$ cat src/rtl/mq_default_setup_pkg.sv
// Package: shared types for the default setup sequencer.
// Assumes nothing beyond IEEE 1800-2017.
package mq_default_setup_pkg;

    // Phases of the default setup sequence
    typedef enum logic [1:0] {
        SEQ_IDLE = 2'd0,
        SEQ_LOAD = 2'd1,
        SEQ_DONE = 2'd2
    } seq_state_e;

endpackage

$ cat src/rtl/mq_seq_ctrl.sv
// Module: mq_seq_ctrl
// Waits for the active-low start input, walks a queue index from 0 to
// NUM_Q-1 (one per cycle), then stays in the finished state until reset.
// Assumes NUM_Q >= 2 and a synchronous active-low reset.
module mq_seq_ctrl
    import mq_default_setup_pkg::*;
#(
    parameter int NUM_Q = 4,
    localparam int QW = $clog2(NUM_Q)
) (
    input  logic              clk,
    input  logic              rst_n,
    input  logic              start_n,
    output seq_state_e        state,
    output logic              wr_en,
    output logic [QW-1:0]     wr_idx,
    output logic              done_n
);

    localparam logic [QW-1:0] LAST_IDX = QW'(NUM_Q - 1);

    // Phase register and queue index walker
    always_ff @(posedge clk) begin
        if (!rst_n) begin
            state  <= SEQ_IDLE;
            wr_idx <= '0;
        end else begin
            case (state)
                SEQ_IDLE: begin
                    if (!start_n) begin
                        state  <= SEQ_LOAD;
                        wr_idx <= '0;
                    end
                end
                SEQ_LOAD: begin
                    wr_idx <= wr_idx + 1'b1;
                    if (wr_idx == LAST_IDX) begin
                        state <= SEQ_DONE;
                    end
                end
                default: begin
                    state <= SEQ_DONE;
                end
            endcase
        end
    end

    // Write strobe and completion flag decoded from the phase
    always_comb begin
        wr_en  = (state == SEQ_LOAD);
        done_n = (state != SEQ_DONE);
    end

endmodule

$ cat src/rtl/mq_slice_calc.sv
// Module: mq_slice_calc
// Computes the first and last word address of a queue's equal memory slice.
// Assumes DEPTH is divisible by NUM_Q.
module mq_slice_calc #(
    parameter int DEPTH = 1024,
    parameter int NUM_Q = 4,
    localparam int AW    = $clog2(DEPTH),
    localparam int QW    = $clog2(NUM_Q),
    localparam int SLICE = DEPTH / NUM_Q
) (
    input  logic [QW-1:0] idx,
    output logic [AW-1:0] base,
    output logic [AW-1:0] last
);

    // Slice bounds: idx*SLICE up to idx*SLICE + SLICE - 1
    always_comb begin
        base = AW'(idx) * AW'(SLICE);
        last = base + AW'(SLICE - 1);
    end

endmodule

$ cat src/rtl/mq_setup_regs.sv
// Module: mq_setup_regs
// Holds one base/last/valid entry for each queue; an entry is written when the
// strobe is high and the index selects it. Entries clear on reset.
module mq_setup_regs #(
    parameter int NUM_Q = 4,
    parameter int AW    = 10,
    localparam int QW   = $clog2(NUM_Q)
) (
    input  logic                clk,
    input  logic                rst_n,
    input  logic                wr_en,
    input  logic [QW-1:0]       wr_idx,
    input  logic [AW-1:0]       wr_base,
    input  logic [AW-1:0]       wr_last,
    output logic [NUM_Q-1:0]    valid,
    output logic [NUM_Q*AW-1:0] base_bus,
    output logic [NUM_Q*AW-1:0] last_bus
);

    for (genvar q = 0; q < NUM_Q; q++) begin : g_entry
        logic [AW-1:0] base_r;
        logic [AW-1:0] last_r;
        logic          valid_r;

        // Capture this queue's slice when it is selected
        always_ff @(posedge clk) begin
            if (!rst_n) begin
                base_r  <= '0;
                last_r  <= '0;
                valid_r <= 1'b0;
            end else if (wr_en && (wr_idx == QW'(q))) begin
                base_r  <= wr_base;
                last_r  <= wr_last;
                valid_r <= 1'b1;
            end
        end

        assign base_bus[q*AW +: AW] = base_r;
        assign last_bus[q*AW +: AW] = last_r;
        assign valid[q]             = valid_r;
    end

endmodule

$ cat src/rtl/mq_default_setup.sv
// Module: mq_default_setup (top)
// Default setup sequencer for a multi-queue buffer. After reset it waits
// for cfg_en_n low, writes NUM_Q equal memory slices one per cycle, then
// drives cfg_done_n low to start the next device of a chain.
// Assumes DEPTH % NUM_Q == 0 and NUM_Q >= 2.
module mq_default_setup
    import mq_default_setup_pkg::*;
#(
    parameter int DEPTH = 1024,
    parameter int NUM_Q = 4,
    localparam int AW = $clog2(DEPTH),
    localparam int QW = $clog2(NUM_Q),
    localparam int CW = $clog2(NUM_Q + 1)
) (
    input  logic                clk,
    input  logic                rst_n,
    input  logic                cfg_en_n,
    output logic                cfg_done_n,
    output logic [NUM_Q-1:0]    q_valid,
    output logic [NUM_Q*AW-1:0] q_base,
    output logic [NUM_Q*AW-1:0] q_last,
    output logic [CW-1:0]       q_count
);

    seq_state_e      seq_state;
    logic            wr_en;
    logic [QW-1:0]   wr_idx;
    logic [AW-1:0]   slice_base;
    logic [AW-1:0]   slice_last;

    mq_seq_ctrl #(.NUM_Q(NUM_Q)) u_ctrl (
        .clk     (clk),
        .rst_n   (rst_n),
        .start_n (cfg_en_n),
        .state   (seq_state),
        .wr_en   (wr_en),
        .wr_idx  (wr_idx),
        .done_n  (cfg_done_n)
    );

    mq_slice_calc #(.DEPTH(DEPTH), .NUM_Q(NUM_Q)) u_calc (
        .idx  (wr_idx),
        .base (slice_base),
        .last (slice_last)
    );

    mq_setup_regs #(.NUM_Q(NUM_Q), .AW(AW)) u_regs (
        .clk      (clk),
        .rst_n    (rst_n),
        .wr_en    (wr_en),
        .wr_idx   (wr_idx),
        .wr_base  (slice_base),
        .wr_last  (slice_last),
        .valid    (q_valid),
        .base_bus (q_base),
        .last_bus (q_last)
    );

    // Configured queue count: full count once the sequence has finished
    always_comb begin
        q_count = cfg_done_n ? '0 : CW'(NUM_Q);
    end

endmodule

$ cat config.mk
export PLATFORM = sky130hd
export DESIGN_NAME = mq_default_setup
export DESIGN_NICKNAME = d
export VERILOG_FILES = /design/src/rtl/mq_default_setup_pkg.sv /design/src/rtl/mq_seq_ctrl.sv /design/src/rtl/mq_slice_calc.sv /design/src/rtl/mq_setup_regs.sv /design/src/rtl/mq_default_setup.sv
export SDC_FILE = /design/constraint.sdc
export NUM_CORES = 1
export LEC_CHECK = 0
export ABC_CLOCK_PERIOD_IN_PS = 3480
export BUFFER_PORTS_ARGS = -buffer_cell sky130_fd_sc_hd__buf_2
export CAP_MARGIN = 40
export CELL_PAD_IN_SITES_DETAIL_PLACEMENT = 1
export CELL_PAD_IN_SITES_GLOBAL_PLACEMENT = 2
export CORE_ASPECT_RATIO = 1.75
export CORE_MARGIN = 1.5
export CORE_UTILIZATION = 35
export CTS_BUF_LIST = sky130_fd_sc_hd__clkbuf_4 sky130_fd_sc_hd__clkbuf_8 sky130_fd_sc_hd__clkbuf_16
export DETAILED_ROUTE_END_ITERATION = 8
export GPL_ROUTABILITY_DRIVEN = 0
export PLACE_DENSITY_LB_ADDON = 0.1
export SLEW_MARGIN = 10
export SYNTH_ARGS = -nofsm -noshare
export SYNTH_HDL_FRONTEND = slang
export SYNTH_HIERARCHICAL = 1
export SYNTH_SLANG_ARGS = --single-unit
$ cat constraint.sdc
create_clock -name clk -period 3.48 [get_ports clk]
set_input_delay 0.696 -clock clk [delete_from_list [all_inputs] [get_ports clk]]
set_output_delay 0.696 -clock clk [all_outputs]
set_load 0.1 [all_outputs]
==> flow_summary.yaml, run 1 <==
power:
  seq_power_share_pct: 43.5
  design_power_total_mw: 2.41
  power.internal_mw: 1.75
  switching_portion_of_total_power_pct: 27.2
  netSwitchingPower_uw: 656
  combPwrFrac_pct: 12.5
  max-vdd-ir-drop_v: 0.000277
  power.leakage_nw: 2.27
  pwr-share-clk_pct: 43.9
  power_density_normalized_to_cell_area_nw_per_um2: 577
setup_path:
  setup.worst_path.class: "flip-flop to flip-flop"
  dominant_delay_contributor_by_cell_family_on_the_critical_path: "simple AND/OR/NAND/NOR gates"
  worst-path-buf-inv: 1
  cp_num_cells: 4
  slowest_stage: "nor3b_4"
  worstReg2RegStart: "u_ctrl/state[0]$_SDFFE_PN0P_"
  worst_path_required_time_ns: 3.75
  worst-r2r-cell-count: 4
  arrival_time_of_data_at_the_critical_path_endpoint_ns: 2.32
  crit_path_end_kind: "flip-flop"
  biggest_cell_delay_along_the_critical_path_ns: 0.74
  crit_chain: "nor2b_2, nor3b_4, buf_4, mux2i_1"
  crit_path_start_kind: "flip-flop"
  reg2reg_to: "u_regs/g_entry[0].last_r[4]$_SDFFE_PN0P_"
  end_point_of_the_critical_path: "u_regs/g_entry[0].last_r[4]$_SDFFE_PN0P_"
  reg2reg_slack_ns: 1.42
  cp_max_fo: 12
  crit_path_start: "u_ctrl/state[0]$_SDFFE_PN0P_"
sta:
  worst_slew_pin_slew_ns: 0.826
  hold_viol_final: 0
  max_freq_mhz: 486
  timing_max_transition_violations_final: 0
  timing.slew.headroom_pct: 44.8
  tns_ns: 0
  setup_violations: 0
  grt_setup_unrepaired: "false"
  final_critical_path_setup_slack_ns: 1.42
  fin_skew_ns: 0.00724
  final_period_util_pct: 59.1
  hold_ws_ns: 0.452
  crit_path_time_final_ns: 2.06
hold_path:
  min_path_type: "flip-flop to flip-flop"
floorplan:
  floorplan.io_pins: 91
  fp.dieArea_um2: 10500
  chipHeight_um: 134
  rows: 47
  core-area_um2: 9530
  fp.dieW_um: 77.9
  start_util_pct: 36.1
clocking:
  clock_tree_buffer_depth: 2
  clock_insertion_delay_worst_skew_ns: 0.34
  tritoncts: "built"
  clkSinkCount: 88
  cts-buffers-inserted: 9
  cts_htree_levels: 3
  ctsResizeCount: 0
  postCtsHoldBufs: 0
  ctsRootBufferMaster: "clkbuf_16"
  postCtsSetupBuffers: 0
  clk_transition_reported_paths_ns: 0.06
detailed_routing:
  totalWireLength_mm: 7.94
  wl_per_cell_um: 14.6
  count_of_vias_placed_by_the_detailed_router: 2412
  vias_per_cell: 4.45
  postRouteAntennaNets: 0
  drt_first_iter_violations: 82
  first_pass_iters: 4
  detail_route.drc_violations: 0
cells_and_area:
  final_core_util_pct: 43.8
  finish.instance_area_um2: 4170
  layout.filler_cells: 1133
  antenna-diode-count: 0
  area_delta_synth_final_pct: 21.3
  finalNonFillerCells: 542
  fin_nets: 419
  final_layout_size_suffix_gt1_share_pct: 27.4
logic_synthesis:
  postSynthAreaPerCell_um2: 10.0
  part_of_the_yosys_area_used_for_sequential_elements_pct: 51.2
  library_cells_used_by_synthesis: 23
  yosys_register_bits: 88
  synth_area_um2: 3440
  synth_warnings: 6
  syn-instance-count: 343
place:
  place.detailed.hpwl_mm: 5.39
  placed_area_um2: 3840
  placement.io_buffers: 88
  post-place-ws_ns: 1.41
  number_of_instances_in_the_placed_design: 526
run:
  max_cap_violations: 0
global_route:
  grt.total_usage_pct: 16.1
  grt_antenna_before_repair: 0
  grt_overflow: 0
  pin_count_of_the_biggest_net_entering_global_routing: 76
  grt_pass1_vias: 2465
  global_route_wire_length_before_repair_mm: 12.8
outcome:
  outcome: "finished, final reports clean"
-- routing by layer --
| metal | GRT usage [%] | up-vias | share of wire, % | wire (um) |
|---|---|---|---|---|
| li1 | - | 1210 | - | - |
| met1 | 18.2 | 1127 | 42 | 3320 |
| met2 | 27.3 | 63 | 51 | 4060 |
| met3 | 4.29 | 12 | 4.8 | 383 |
| met4 | 8.33 | 0 | 2.2 | 175 |
| met5 | 0 | - | 0 | 0 |
-- power by group through the flow --
stage                     sequential (mW)  combinational, mW  clock [mW]
after floorplan                      1.22              0.128           0
after global placement               1.07              0.301           0
after detailed placement             1.07              0.303           0
after CTS                            1.05              0.303        1.10
after global routing                 1.05              0.316        1.13
final                                1.05              0.302        1.06
-- final cells by class --
cell class,count,area [um^2],share of cell area [%]
Clock buffer,11,253,6.06
Clock inverter,5,78.8,1.89
Tap cell,122,153,3.66
Inverter,4,15.0,0.360
Sequential cell,88,1760,42.2
Multi-Input combinational cell,220,1430,34.2
Timing Repair Buffer,92,485,11.6
-- worst min path at each step --
stage | depth (start not counted) | end | slack, ns | startpoint
6_report | 2 | u_regs/g_entry[3].valid_r$_SDFFE_PN0P_ | 0.45 | u_regs/g_entry[3].valid_r$_SDFFE_PN0P_
4_1_cts | 2 | u_regs/g_entry[3].valid_r$_SDFFE_PN0P_ | 0.46 | u_regs/g_entry[3].valid_r$_SDFFE_PN0P_
2_1_floorplan | 2 | u_regs/g_entry[1].valid_r$_SDFFE_PN0P_ | 0.44 | u_regs/g_entry[1].valid_r$_SDFFE_PN0P_
3_3_place_gp | 2 | u_regs/g_entry[0].last_r[1]$_SDFFE_PN0P_ | 0.44 | u_regs/g_entry[0].last_r[1]$_SDFFE_PN0P_
5_1_grt | 2 | u_regs/g_entry[1].base_r[4]$_SDFFE_PN0P_ | 0.48 | u_regs/g_entry[1].base_r[4]$_SDFFE_PN0P_
3_5_place_dp | 2 | u_regs/g_entry[0].last_r[6]$_SDFFE_PN0P_ | 0.45 | u_regs/g_entry[0].last_r[6]$_SDFFE_PN0P_
-- tightest hold or removal path: stages (launching register included) --
cell and delay [ns]:
dfxtp_1 0.30, inv_1 0.04, a21boi_0 0.06
-- cells in the final DEF, fill, tap and decap left out, drive strengths merged --
master,count
clkbuf,11
o21a,1
nor2b,3
nand2,102
clkinv,3
inv,4
ha,1
a21oi,1
nor3b,1
and3,1
mux2i,80
conb,18
buf,92
nand3b,3
dfxtp,88
o21ai,2
nand2b,2
bufinv,2
nand3,2
a21boi,3
-- kinds of logic after synthesis --
logic type                 synth area share [%]
DFF                                        51.2
other                                     0.327
AOI/OAI and AO/OA                          1.42
muxes                                      23.3
and+or+nand+nor                            14.1
buffers and inverters                      9.31
adders and majority gates                 0.364
-- Yosys cell counts, drive strengths merged --
master	n	area share, %
nand2	102	11
dfxtp	88	51
mux2i	80	23
buf	42	8.4
clkbuf	4	0.44
inv	4	0.44
a21boi	3	0.65
conb	3	0.33
nand3b	3	0.65
nor2b	3	0.84
nand2b	2	0.58
nand3	2	0.29
o21ai	2	0.40
a21oi	1	0.15
and3	1	0.22
ha	1	0.36
nor3b	1	0.36
o21a	1	0.22
-- flip-flops by register name, summed over array words and instances (netlist names) --
name / count
u_ctrl/state: 2
u_regs/g_entry.last_r: 40
u_regs/g_entry.valid_r: 4
u_regs/g_entry.base_r: 40
u_ctrl/wr_idx: 2
(Power assumes the default switching activity.)
==> run 2, diff against run 1 <==
--- a/config.mk
+++ b/config.mk
@@ -5,14 +5,14 @@
 export SDC_FILE = /design/constraint.sdc
 export NUM_CORES = 1
 export LEC_CHECK = 0
-export ABC_CLOCK_PERIOD_IN_PS = 3480
+export ABC_CLOCK_PERIOD_IN_PS = 2120
 export BUFFER_PORTS_ARGS = -buffer_cell sky130_fd_sc_hd__buf_2
 export CAP_MARGIN = 40
 export CELL_PAD_IN_SITES_DETAIL_PLACEMENT = 1
 export CELL_PAD_IN_SITES_GLOBAL_PLACEMENT = 2
 export CORE_ASPECT_RATIO = 1.75
 export CORE_MARGIN = 1.5
-export CORE_UTILIZATION = 35
+export CORE_UTILIZATION = 34
 export CTS_BUF_LIST = sky130_fd_sc_hd__clkbuf_4 sky130_fd_sc_hd__clkbuf_8 sky130_fd_sc_hd__clkbuf_16
 export DETAILED_ROUTE_END_ITERATION = 8
 export GPL_ROUTABILITY_DRIVEN = 0
==> constraint.sdc (replaced) <==
create_clock -name clk -period 2.12 [get_ports clk]
set_input_delay 0.424 -clock clk [delete_from_list [all_inputs] [get_ports clk]]
set_output_delay 0.424 -clock clk [all_outputs]
set_load 0.1 [all_outputs]
==> flow_summary.yaml, run 2 (synthesis gave the netlist of run 1 again) <==
outcome:
  outcome: "finished, final reports clean"
global_route:
  pin_count_of_the_biggest_net_entering_global_routing: 54
  global_route_wire_length_before_repair_mm: 13.4
  grt_pass1_vias: 2583
  grt.total_usage_pct: 16.5
  grt_antenna_before_repair: 0
  grt_overflow: 0
place:
  placed_area_um2: 3890
  place.detailed.hpwl_mm: 5.67
  placement.io_buffers: 88
  post-place-ws_ns: 0.525
  number_of_instances_in_the_placed_design: 531
power:
  design_power_total_mw: 3.66
  power.leakage_nw: 2.25
  max-vdd-ir-drop_v: 0.000433
  power_density_normalized_to_cell_area_nw_per_um2: 880
clocking:
  tritoncts: "built"
  cts_htree_levels: 3
  cts-buffers-inserted: 9
  postCtsHoldBufs: 0
  clkSinkCount: 88
  ctsRootBufferMaster: "clkbuf_16"
  clock_insertion_delay_worst_skew_ns: 0.34
  ctsResizeCount: 0
  clk_transition_reported_paths_ns: 0.06
  clock_tree_buffer_depth: 2
  postCtsSetupBuffers: 0
cells_and_area:
  final_layout_size_suffix_gt1_share_pct: 28.2
  area_delta_synth_final_pct: 20.9
  largest_registers_ranked_by_flip_flop_count: "u_regs/g_entry.base_r (40), u_regs/g_entry.last_r (40), u_regs/g_entry.valid_r (4)"
  final_common_cell: "nand2_1"
  finalNonFillerCells: 547
  antenna-diode-count: 0
  most_frequent_cells_in_the_layout: "nand2_1 (102), dfxtp_1 (88), buf_2 (87), mux2i_1 (80), conb_1 (18)"
  final_core_util_pct: 42.2
  finish.instance_area_um2: 4160
  fin_nets: 421
detailed_routing:
  first_pass_iters: 4
  detail_route.drc_violations: 0
  met3_wirelength_um: 438
  route.met2.wl_mm: 4.20
  route.layer.met1.wl_mm: 3.47
  wl_per_cell_um: 15.1
  postRouteAntennaNets: 0
  count_of_vias_placed_by_the_detailed_router: 2479
  top_signal_layer_used: "met4"
  drt_first_iter_violations: 78
  totalWireLength_mm: 8.27
  vias_per_cell: 4.53
floorplan:
  fp.dieArea_um2: 10800
  start_util_pct: 34.9
  fp.dieW_um: 79.0
  core-area_um2: 9850
  floorplan.io_pins: 91
  chipHeight_um: 136
  rows: 48
sta:
  grt_setup_unrepaired: "false"
  crit_path_time_final_ns: 1.78
  hold_viol_final: 0
  final_period_util_pct: 84.1
  final_critical_path_setup_slack_ns: 0.337
  setup_violations: 0
  timing_max_transition_violations_final: 0
  fin_skew_ns: 0.00478
  hold_ws_ns: 0.455
  max_freq_mhz: 561
  tns_ns: 0
setup_path:
  worst_path_required_time_ns: 1.70
  cp_max_fo: 4
  setup.worst_path.class: "flip-flop to primary output"
  arrival_time_of_data_at_the_critical_path_endpoint_ns: 1.36
  crit_path_end_kind: "primary output"
  crit_path_start_kind: "flip-flop"
run:
  max_cap_violations: 0
hold_path:
  min_path_type: "flip-flop to flip-flop"
## run 2: cell types whose count changed in the layout (fill, tap and decap cells not counted), moves of 2 or more
cell	delta
clkbuf_8	-2
buf_12	+2
bufinv_16	-2
clkinvlp_4	+2
clkinv_2	+2
## run 2: final timing paths
path	startpoint	endpoint	slack, ns	cells past startpoint
setup / recovery	u_ctrl/state[1]$_SDFFE_PN0P_	q_count[2]	0.34	3
hold / removal	u_regs/g_entry[2].valid_r$_SDFFE_PN0P_	u_regs/g_entry[2].valid_r$_SDFFE_PN0P_	0.46	2
setup reg to reg	u_ctrl/state[0]$_SDFFE_PN0P_	u_regs/g_entry[0].last_r[4]$_SDFFE_PN0P_	0.52	4
hold reg to reg	u_regs/g_entry[2].valid_r$_SDFFE_PN0P_	u_regs/g_entry[2].valid_r$_SDFFE_PN0P_	0.46	2
## run 2: final cells by class
| class | instances | area (um^2) |
|---|---|---|
| Clock buffer | 10 | 233 |
| Clock inverter | 6 | 36.3 |
| Fill cell | 1154 | 5690 |
| Inverter | 4 | 18.8 |
| Multi-Input combinational cell | 220 | 1430 |
| Sequential cell | 88 | 1760 |
| Tap cell | 125 | 156 |
| Timing Repair Buffer | 94 | 526 |
## run 2: routing by layer
metal	vias up	GRT usage, %
met3	11	4.43
met5	-	0
li1	1216	-
met4	0	7.31
met1	1190	18.6
met2	62	28.7
## run 2: report_power, final
part | switching [mW] | internal [mW] | leakage [nW]
Combinational | 0.410 | 0.0928 | 1.41
Clock | 0.638 | 0.800 | 0.135
Sequential | 0.0272 | 1.69 | 0.712
Total | 1.07 | 2.59 | 2.25
## run 2: worst max-delay path, stage by stage, from the launching register on
cell and delay [ns]:
dfxtp_1 0.44, nand2b_2 0.11, clkinvlp_4 0.06, buf_2 0.41
